`config.mk`:
```
export PLATFORM = sky130hd
export DESIGN_NAME = torus_router
export DESIGN_NICKNAME = d
export VERILOG_FILES = /design/src/rtl/tr_pkg.sv /design/src/rtl/tr_route.sv /design/src/rtl/tr_arb.sv /design/src/rtl/tr_outreg.sv /design/src/rtl/torus_router.sv
export SDC_FILE = /design/constraint.sdc
export NUM_CORES = 2
export LEC_CHECK = 0
export BUFFER_PORTS_ARGS = -buffer_cell sky130_fd_sc_hd__buf_2
export CELL_PAD_IN_SITES_DETAIL_PLACEMENT = 1
export CELL_PAD_IN_SITES_GLOBAL_PLACEMENT = 2
export CORE_AREA = 2 2 621 623
export DETAILED_ROUTE_END_ITERATION = 8
export DIE_AREA = 0 0 623 625
export HOLD_SLACK_MARGIN = 0.06
export PLACE_DENSITY = 0.37
export SETUP_SLACK_MARGIN = 0.05
export SLEW_MARGIN = 30
export SYNTH_ARGS = -nofsm -noshare
export SYNTH_HDL_FRONTEND = slang
export SYNTH_SLANG_ARGS = --single-unit
```
`constraint.sdc`:
```
create_clock -name clk -period 8.3 [get_ports clk]
set_clock_uncertainty 0.05 [all_clocks]
set_input_delay 1.66 -clock clk [delete_from_list [all_inputs] [get_ports clk]]
set_output_delay 1.66 -clock clk [all_outputs]
set_load 0.005 [all_outputs]
```
`src/rtl/tr_pkg.sv`:
```
package tr_pkg;

  localparam int NPORT = 3;

  // input indices, lower index = higher priority
  localparam int IN_Y = 0;
  localparam int IN_X = 1;
  localparam int IN_L = 2;

  // output indices
  localparam int OUT_X = 0;
  localparam int OUT_Y = 1;
  localparam int OUT_E = 2;

  typedef enum logic {
    NET_FWD = 1'b0,   // east and south
    NET_REV = 1'b1    // west and north
  } net_dir_e;

  // forward hops left on a ring of 'size' tiles in the network's direction
  function automatic int unsigned ring_hops(int unsigned dst, int unsigned here,
                                            int unsigned size, net_dir_e dir);
    if (dir == NET_FWD) return (dst + size - here) % size;
    else                return (here + size - dst) % size;
  endfunction

endpackage

```
`src/rtl/tr_route.sv`:
```
module tr_route
  import tr_pkg::*;
#(
  parameter int unsigned GRID_W    = 10,
  parameter int unsigned GRID_H    = 12,
  parameter int unsigned CRD_W     = 4,
  parameter int unsigned PAYLOAD_W = 256,
  parameter int unsigned MY_X      = 0,
  parameter int unsigned MY_Y      = 0,
  parameter net_dir_e    DIR       = NET_FWD,
  parameter bit          LOCAL_EN  = 1'b1
) (
  input  logic                            clk,
  input  logic                            rst_n,
  input  logic                            in_valid,
  input  logic [2*CRD_W+PAYLOAD_W-1:0]    in_flit,
  output logic [NPORT-1:0]                req,
  output logic                            drop
);

  localparam int unsigned FLIT_W = 2*CRD_W + PAYLOAD_W;

  logic [CRD_W-1:0] dst_x, dst_y;
  int unsigned      dxu, dyu, hx, hy;
  logic             bad, home;

  assign dst_x = in_flit[FLIT_W-1 -: CRD_W];
  assign dst_y = in_flit[FLIT_W-CRD_W-1 -: CRD_W];
  assign dxu   = 32'(dst_x);
  assign dyu   = 32'(dst_y);

  assign bad  = (dxu >= GRID_W) || (dyu >= GRID_H);
  assign hx   = ring_hops(dxu, MY_X, GRID_W, DIR);
  assign hy   = ring_hops(dyu, MY_Y, GRID_H, DIR);
  assign home = (hx == 0) && (hy == 0);

  always_comb begin
    req  = '0;
    drop = 1'b0;
    if (in_valid) begin
      if (bad || (home && !LOCAL_EN)) drop = 1'b1;
      else if (hx != 0)               req[OUT_X] = 1'b1;
      else if (hy != 0)               req[OUT_Y] = 1'b1;
      else                            req[OUT_E] = 1'b1;
    end
  end

  AST_ONE_DECISION: assert property (@(posedge clk) disable iff (!rst_n)
    in_valid |-> $onehot({req, drop})) else $error("route decision not unique");
  AST_IDLE_QUIET: assert property (@(posedge clk) disable iff (!rst_n)
    !in_valid |-> ({req, drop} == '0)) else $error("idle input requests");

endmodule

```
`src/rtl/tr_arb.sv`:
```
module tr_arb
  import tr_pkg::*;
(
  input  logic             clk,
  input  logic             rst_n,
  input  logic [NPORT-1:0] want,
  input  logic             slot_free,
  output logic [NPORT-1:0] gnt
);

  always_comb begin
    logic found;
    found = 1'b0;
    gnt   = '0;
    for (int i = 0; i < NPORT; i++) begin
      if (want[i] && slot_free && !found) begin
        gnt[i] = 1'b1;
        found  = 1'b1;
      end
    end
  end

  AST_GRANT_ONEHOT: assert property (@(posedge clk) disable iff (!rst_n)
    $onehot0(gnt)) else $error("multiple grants");
  AST_GRANT_WANTED: assert property (@(posedge clk) disable iff (!rst_n)
    (gnt & ~want) == '0) else $error("grant without request");
  AST_TOP_WINS: assert property (@(posedge clk) disable iff (!rst_n)
    (want[0] && slot_free) |-> gnt[0]) else $error("through traffic lost priority");

endmodule

```
`src/rtl/tr_outreg.sv`:
```
module tr_outreg #(
  parameter int unsigned W = 264
) (
  input  logic         clk,
  input  logic         rst_n,
  input  logic         load,
  input  logic [W-1:0] load_flit,
  output logic         free,
  output logic         out_valid,
  input  logic         out_ready,
  output logic [W-1:0] out_flit
);

  assign free = !out_valid || out_ready;

  always_ff @(posedge clk or negedge rst_n) begin
    if (!rst_n) begin
      out_valid <= 1'b0;
      out_flit  <= '0;
    end else if (load) begin
      out_valid <= 1'b1;
      out_flit  <= load_flit;
    end else if (out_ready) begin
      out_valid <= 1'b0;
    end
  end

  AST_STALL_HOLD: assert property (@(posedge clk) disable iff (!rst_n)
    (out_valid && !out_ready) |=> (out_valid && $stable(out_flit)))
    else $error("stalled output changed");
  AST_NO_OVERWRITE: assert property (@(posedge clk) disable iff (!rst_n)
    load |-> (!out_valid || out_ready)) else $error("output overwritten");

endmodule

```
`src/rtl/torus_router.sv`:
```
module torus_router
  import tr_pkg::*;
#(
  parameter int unsigned GRID_W    = 10,
  parameter int unsigned GRID_H    = 12,
  parameter int unsigned CRD_W     = 4,
  parameter int unsigned PAYLOAD_W = 256,
  parameter int unsigned MY_X      = 0,
  parameter int unsigned MY_Y      = 0,
  parameter int unsigned NET_SEL   = 0,
  parameter bit          LOCAL_EN  = 1'b1
) (
  input  logic                         clk,
  input  logic                         rst_n,
  input  logic                         yin_valid,
  output logic                         yin_ready,
  input  logic [2*CRD_W+PAYLOAD_W-1:0] yin_flit,
  input  logic                         xin_valid,
  output logic                         xin_ready,
  input  logic [2*CRD_W+PAYLOAD_W-1:0] xin_flit,
  input  logic                         inj_valid,
  output logic                         inj_ready,
  input  logic [2*CRD_W+PAYLOAD_W-1:0] inj_flit,
  output logic                         xout_valid,
  input  logic                         xout_ready,
  output logic [2*CRD_W+PAYLOAD_W-1:0] xout_flit,
  output logic                         yout_valid,
  input  logic                         yout_ready,
  output logic [2*CRD_W+PAYLOAD_W-1:0] yout_flit,
  output logic                         ej_valid,
  input  logic                         ej_ready,
  output logic [2*CRD_W+PAYLOAD_W-1:0] ej_flit,
  output logic                         dest_err
);

  localparam int unsigned FLIT_W = 2*CRD_W + PAYLOAD_W;
  localparam net_dir_e    DIR    = (NET_SEL == 0) ? NET_FWD : NET_REV;
  localparam logic [CRD_W-1:0] HX = CRD_W'(MY_X);
  localparam logic [CRD_W-1:0] HY = CRD_W'(MY_Y);

  logic              in_v   [NPORT];
  logic [FLIT_W-1:0] in_fl  [NPORT];
  logic              in_rdy [NPORT];
  logic [NPORT-1:0]  req    [NPORT];
  logic              drop_v [NPORT];

  logic [NPORT-1:0]  want   [NPORT];
  logic [NPORT-1:0]  gnt    [NPORT];
  logic              slot_free [NPORT];
  logic              load   [NPORT];
  logic [FLIT_W-1:0] load_fl[NPORT];
  logic              o_v    [NPORT];
  logic              o_rdy  [NPORT];
  logic [FLIT_W-1:0] o_fl   [NPORT];
  logic              err_q;

  // inbound side
  assign in_v[IN_Y]  = yin_valid;
  assign in_v[IN_X]  = xin_valid;
  assign in_v[IN_L]  = inj_valid & LOCAL_EN;
  assign in_fl[IN_Y] = yin_flit;
  assign in_fl[IN_X] = xin_flit;
  assign in_fl[IN_L] = inj_flit;

  generate
    for (genvar i = 0; i < NPORT; i++) begin : g_in
      tr_route #(
        .GRID_W(GRID_W), .GRID_H(GRID_H), .CRD_W(CRD_W), .PAYLOAD_W(PAYLOAD_W),
        .MY_X(MY_X), .MY_Y(MY_Y), .DIR(DIR), .LOCAL_EN(LOCAL_EN)
      ) u_route (
        .clk(clk), .rst_n(rst_n),
        .in_valid(in_v[i]), .in_flit(in_fl[i]),
        .req(req[i]), .drop(drop_v[i])
      );
    end
  endgenerate

  // transpose requests into per-output want vectors
  always_comb begin
    for (int o = 0; o < NPORT; o++)
      for (int i = 0; i < NPORT; i++)
        want[o][i] = req[i][o];
  end

  // outbound side
  assign o_rdy[OUT_X] = xout_ready;
  assign o_rdy[OUT_Y] = yout_ready;
  assign o_rdy[OUT_E] = ej_ready;

  generate
    for (genvar o = 0; o < NPORT; o++) begin : g_out
      tr_arb u_arb (
        .clk(clk), .rst_n(rst_n),
        .want(want[o]), .slot_free(slot_free[o]), .gnt(gnt[o])
      );

      always_comb begin
        load_fl[o] = '0;
        for (int i = 0; i < NPORT; i++)
          if (gnt[o][i]) load_fl[o] = in_fl[i];
      end
      assign load[o] = |gnt[o];

      tr_outreg #(.W(FLIT_W)) u_oreg (
        .clk(clk), .rst_n(rst_n),
        .load(load[o]), .load_flit(load_fl[o]), .free(slot_free[o]),
        .out_valid(o_v[o]), .out_ready(o_rdy[o]), .out_flit(o_fl[o])
      );
    end
  endgenerate

  // an input is taken when dropped or when some output granted it
  always_comb begin
    for (int i = 0; i < NPORT; i++) begin
      in_rdy[i] = drop_v[i];
      for (int o = 0; o < NPORT; o++)
        in_rdy[i] = in_rdy[i] | gnt[o][i];
    end
  end

  assign yin_ready = in_rdy[IN_Y];
  assign xin_ready = in_rdy[IN_X];
  assign inj_ready = in_rdy[IN_L];

  assign xout_valid = o_v[OUT_X];
  assign xout_flit  = o_fl[OUT_X];
  assign yout_valid = o_v[OUT_Y];
  assign yout_flit  = o_fl[OUT_Y];
  assign ej_valid   = o_v[OUT_E];
  assign ej_flit    = o_fl[OUT_E];

  always_ff @(posedge clk or negedge rst_n) begin
    if (!rst_n) err_q <= 1'b0;
    else        err_q <= drop_v[IN_Y] | drop_v[IN_X] | drop_v[IN_L];
  end
  assign dest_err = err_q;

  AST_XOUT_OFF_COLUMN: assert property (@(posedge clk) disable iff (!rst_n)
    xout_valid |-> (xout_flit[FLIT_W-1 -: CRD_W] != HX)) else $error("X output at home column");
  AST_YOUT_IN_COLUMN: assert property (@(posedge clk) disable iff (!rst_n)
    yout_valid |-> ((yout_flit[FLIT_W-1 -: CRD_W] == HX) &&
                    (yout_flit[FLIT_W-CRD_W-1 -: CRD_W] != HY))) else $error("bad Y output");
  AST_EJECT_HOME: assert property (@(posedge clk) disable iff (!rst_n)
    ej_valid |-> ((ej_flit[FLIT_W-1 -: CRD_W] == HX) &&
                  (ej_flit[FLIT_W-CRD_W-1 -: CRD_W] == HY))) else $error("eject not home");
  AST_DISABLED_SILENT: assert property (@(posedge clk) disable iff (!rst_n)
    !LOCAL_EN |-> (!inj_ready && !ej_valid)) else $error("disabled tile took local traffic");
  AST_ERR_NO_LOAD: assert property (@(posedge clk) disable iff (!rst_n)
    (drop_v[IN_L] && !(load[OUT_X] || load[OUT_Y] || load[OUT_E])) |=> dest_err)
    else $error("drop not flagged");

endmodule

```
Yosys cells after proc, flatten, opt, wreduce, memory -nomap -nowiden
Index checks and enable logic that the tools add are counted.
W data, S select, Z words.

storage, ports and cells
  bits in registers = 796
  ROM bits = 0
  latch bits = 0
  memories kept = 0
  memory bits (writable) = 0
  output and inout port bits = 799

cells by class
  reduce and logical (&&, ||, !) cells = 42
  shift-type cells = 0
  divide/modulo/power cells = 6
  equal/unequal tests = 0
  bitwise logic cells = 11
  muxes and demuxes = 51
  multipliers = 0
  magnitude comparators = 6
  add/sub/neg operators = 6

operators by type and width
  cell                     number
  $mux W264                9
  $mod A32 B4 Y32 const B  6
  $reduce_bool A32 Y1      6
  $mux W1                  33
  $add A4 B4 Y5 const B    6
  $ge A4 B4 Y1 const B     6
  $mux W3                  6
  $logic_and A1 B1 Y1      15
  $or A1 B1 Y1             11
  $logic_not A1 Y1         9
  $reduce_or A3 Y1         3
  $logic_or A1 B1 Y1       6
  $mux W2                  3
  $reduce_bool A2 Y1       3

Logic depth before layout (Yosys ltp)
  word-level depth = 18
  gate-level depth with buffers = 19
  mapped depth without buffers = 14

Hierarchy
From an unflattened synthesis, not the netlist that was laid out.

second synthesis, totals
  cell total of the unflattened synthesis = 5585
  area, all modules = 53333.7 um2

by module, submodules not included
  module        times used  area each (um2)  cells an instance
  tr_outreg     3           9937.0           560
  torus_router  1           21311.7          3617
  tr_route      3           706.9            93
  tr_arb        3           30.0             3

Worst setup path after synthesis
Ideal clock, no wire load.

  path kind = input to output
  from = input port yin_flit[261]
  to = output port xin_ready
  cell stages on the path = 18
  required time = 6.590 ns
  path slack = 1.314 ns
  buffers on the path = 5
  arrival time = 5.276 ns
  path through = clkbuf_2 -> clkbuf_1 -> inv_1 -> ha_1 -> o22a_1 -> o311ai_2 -> xor2_1 -> ha_1 -> nor2_1 -> a311oi_1 -> nand4b_1 -> a2111oi_2 -> buf_2 -> nand2_1 -> clkbuf_1 -> clkbuf_1 -> nand2_1 -> nand4b_1

between the ends
  longest elaborated chain between the ends = 14
  elaborated cells between the ends (all ways) = 27
  those cells by class = 1 x add/sub; 1 x div; 1 x order compare; 10 x mux; 3 x bitwise; 11 x reduce/logical

ends and longest elaborated chain
  element                     line                 text
  from (decl)                 torus_router.sv:17   input logic [2*CRD_W+PAYLOAD_W-1:0] yin_flit,
  $add A4 B4 Y5               tr_pkg.sv:23         if (dir == NET_FWD) return (dst + size - here) % size;
  $mod A32 B4 Y32             tr_pkg.sv:23
  $reduce_bool A32 Y1         tr_route.sv:42       else if (hx != 0) req[OUT_X] = 1'b1;
  $mux W1                     tr_route.sv:42
  $mux W3 *                   tr_route.sv:41       if (bad || (home && !LOCAL_EN)) drop = 1'b1;
  $mux W3 *                   tr_route.sv:40       if (in_valid) begin
  $logic_and A1 B1 Y1         tr_arb.sv:16         if (want[i] && slot_free && !found) begin
  $mux W1                     tr_arb.sv:16
  $logic_not A1 Y1            tr_arb.sv:16
  $logic_and A1 B1 Y1         tr_arb.sv:16
  $mux W1                     tr_arb.sv:16
  $or A1 B1 Y1 (2 in series)  torus_router.sv:117  in_rdy[i] = in_rdy[i] | gnt[o][i];
  $or A1 B1 Y1 *              torus_router.sv:117
  to (decl)                   torus_router.sv:19   output logic xin_ready,

Mark *: on every way between the ends. The rest lies on a longest branch, timed or not.

Final worst setup path
  from = input port inj_flit[261]
  to = output port inj_ready

between the ends
  longest elaborated chain between the ends = 12
  elaborated cells between the ends (all ways) = 23
  those cells by class = 1 x add/sub; 1 x div; 1 x order compare; 9 x mux; 3 x bitwise; 8 x reduce/logical

ends and longest elaborated chain
  element                            line                 text
  from (decl)                        torus_router.sv:23   input logic [2*CRD_W+PAYLOAD_W-1:0] inj_flit,
  $add A4 B4 Y5                      tr_pkg.sv:23
  $mod A32 B4 Y32                    tr_pkg.sv:23
  $reduce_bool A32 Y1                tr_route.sv:42
  $mux W1                            tr_route.sv:42
  $mux W3                            tr_route.sv:41
  $mux W3                            tr_route.sv:40
  $logic_and A1 B1 Y1 (2 in series)  tr_arb.sv:16
  $mux W1                            tr_arb.sv:16
  $or A1 B1 Y1 (2 in series)         torus_router.sv:117
  $or A1 B1 Y1 *                     torus_router.sv:117
  to (decl)                          torus_router.sv:22   output logic inj_ready,

Marked as above.

==> qor.yml <==
grt:
  grt_pass1_wl_um: 522000
  grt_max_degree: 130
  grt_overflow: 0
  grt_usage: 0.195
  grt_antenna_before_repair: 283
  grt_pass1_vias: 51000
routing:
  num_vias: 49300
  wl_met3_um: 26200
  via_per_inst: 4.47
  route.top_layer_used: "met5"
  route.detailed.wl_per_inst_um: 35.9
  wl_met1_um: 150000
  firstDrtPassIters: 9
  drt_iter0_drc: 3182
  drc: 0
  wl_met2_um: 203000
  wirelength_um: 395000
  ant_nets: 0
clocking:
  cts_tree: "done"
  htreeDepth: 4
  root_buffer: "clkbuf_16"
  ctsHoldBuffers: 0
  clock_latency_ns: 0.82
  clk_pin_slew_ns: 0.06
  cts_buffers: 136
  cts.sinks: 796
  clk_path_buf_depth: 4
  cts_setup_buffers: 0
  cts_resized: 0
cells_and_area:
  area_delta_synth_final_pct: 40.9
  fillers: 44600
  instances_no_fill: 11000
  drive_gt1_frac: 0.329
  nets: 6639
worst_setup_path:
  cp_data_required_time_ns: 6.59
  crit_path_start_kind: "input port"
  crit_arrival_ns: 6.19
  critPathCaptureType: "primary output"
  worst-path-max-fanout: 17
  rrSetupSlack_ns: 4.55
  crit_type: "in -> out"
timing:
  min_period_ns: 7.90
  slew_violations: 0
  timing.final.crit_share: 0.952
  rsz0062_at_grt: "no"
  final_hold_viol_count: 0
  fmax_ghz: 0.127
  fin_tns_setup_ns: 0
  finalSetupViolCount: 0
  max_slew_margin: 0.144
  tightest_slew_ns: 1.28
  fin_hold_ws_ns: 0.435
run:
  max_cap_viol_count: 0
die:
  num_rows: 228
  core_area_um2: 384000
  die_area_um2: 389000
  die_h_um: 625
  initial_core_util: 0.116
  top_level_ports: 1599
  die_x_um: 623
placement:
  dpl.hpwl_um: 280000
  gp_congestion: 0.853
  place_inst: 10700
  portBuffers: 1598
yosys:
  ys_top_cells_by_area: "dfrtp_1, a221o_1, nor4_1"
  synth_edf_count: 0
  async_flop_share: 1.00
  synth_area_leader_cell: "dfrtp_1"
  yosysUniqueCellTypes: 77
  ys_ff_latch: 796
  synth_ff_type: "dfrtp_1"
  synth_area_um2: 44400
  synth_cells: 4497
  syn-num-nets: 5327
  ys_seq_area_frac: 0.449
  yosysWarnings: 0
  synth_top_area_share: 0.449
  avgSynthCellArea_um2: 9.86
run_status:
  status: "finished, final reports clean"
worst_hold_path:
  min_path_type: "reg -> reg"
power:
  fin_total_pwr_uw: 17900
  p_leak_uw: 0.0294
  peakVddDrop_mv: 0.121
  p_per_area_nw_per_um2: 287
==> critical path, cell delays in order <==
cell and delay (ns):
buf_2 0.29, inv_1 0.14, ha_1 0.49, or2_2 0.36, a311oi_1 0.53, xnor2_1 0.20, ha_1 0.31, nor2b_1 0.22
nor4bb_1 0.27, nor4bb_1 0.11, o32ai_2 0.39, and4b_4 0.57, nand3_1 0.13, o2111ai_1 0.29, buf_2 0.22
==> per-layer routing <==
metal	track usage	vias up
li1	-	20500
met1	0.218	26000
met2	0.356	1909
met3	0.0525	729
met4	0.0593	150
met5	0	-
==> power by group <==
group / switching (uW) / internal, uW
logic: 3470 / 2370
clock network: 2400 / 3340
registers: 1120 / 5230
==> cells by family (layout without fill, tap and decap cells) <==
logic type / count (synthesis) / count (layout) / synth area share
and+or+nand+nor: 1462 / 1462 / 0.187
AOI/OAI and AO/OA: 1129 / 1129 / 0.220
buffers and inverters: 803 / 2203 / 0.0727
DFF: 796 / 796 / 0.449
muxes: 267 / 267 / 0.0603
adders and majority gates: 30 / 30 / 0.00846
xor gates and xnor gates: 10 / 10 / 0.00214
other: 0 / 60 / 0
==> stage by stage <==
stage	setup WS [ns]	instance area [um2]	utilization
after detailed placement	0.481	58100	0.151
after CTS	0.478	62300	0.162
final	0.402	62500	0.163
after floorplan	1.31	44400	-
after global placement	0.511	58100	0.151
after global routing	0.168	62400	0.163
==> state kept, by name (all words and copies together), names as in the netlist <==
name	flops
g_out.u_oreg.out_flit	792
g_out.u_oreg.out_valid	3
dest_err	1
==> cells in the mapped netlist (4+ instances only) <==
master      n
nand3b_1  178
buf_1      31
nand2b_1   13
o31ai_1   215
a22o_1    263
a221oi_1  171
a222oi_1   29
a311oi_1    4
o221ai_1   12
buf_2     102
nor3_1    218
and3_1     54
a221o_1   266
dfrtp_1   796
ha_1       30
o211ai_1   56
nor2b_1     6
nor2_1    190
inv_1     255
clkbuf_1  393
mux2i_1   264
nand4_1   104
a31oi_1    53
o21ai_0    16
and2_1      8
nand3_1   158
a21oi_1     8
nor4_1    424
nor3b_1     7
nand2_1    72
or3_1       8
buf_4      20
xnor2_1     6
==> area by class of cell <==
cell class              instances  area [um2]  area share
multi-input cells            2898       21300       0.341
flip-flops and latches        796       19900       0.319
clock inverters                27         255     0.00408
inverters                     255         957      0.0153
diodes                         60         150     0.00240
repair buffers               1722        9640       0.154
clock buffers                 199        3930      0.0629
well taps                    5060        6330       0.101
==> placed cells by master (no fill, tap or decap), drive strengths merged, types with 8 or more instances in the layout <==
cell	count
a31oi	53
a21oi	8
or3	8
nand3b	178
nor4	425
inv	261
a22o	263
and3	54
clkbuf	199
mux2i	264
o211ai	56
dfrtp	796
a221oi	172
nand3	159
diode	60
o221ai	12
buf	1722
nor2	190
clkinv	18
a222oi	29
nand2b	13
a221o	266
o21ai	16
ha	30
nand2	72
o31ai	215
and2	8
nor3	218
nand4	104
==> final timing paths <==
kind,start,endpoint,cells past startpoint
min in group asynchronous,rst_n,g_out[1].u_oreg.out_flit[89]$_DFFE_PN0P_,1
setup / recovery,inj_flit[261],inj_ready,15
setup reg to reg,g_out[0].u_oreg.out_valid$_DFFE_PN0P_,g_out[0].u_oreg.out_flit[100]$_DFFE_PN0P_,8
hold reg to reg,g_out[2].u_oreg.out_flit[260]$_DFFE_PN0P_,g_out[2].u_oreg.out_flit[260]$_DFFE_PN0P_,1
max in group asynchronous,rst_n,g_out[2].u_oreg.out_flit[185]$_DFFE_PN0P_,3
hold / removal,g_out[2].u_oreg.out_flit[260]$_DFFE_PN0P_,g_out[2].u_oreg.out_flit[260]$_DFFE_PN0P_,1
Note: power is estimated with default switching activity, not from simulation.
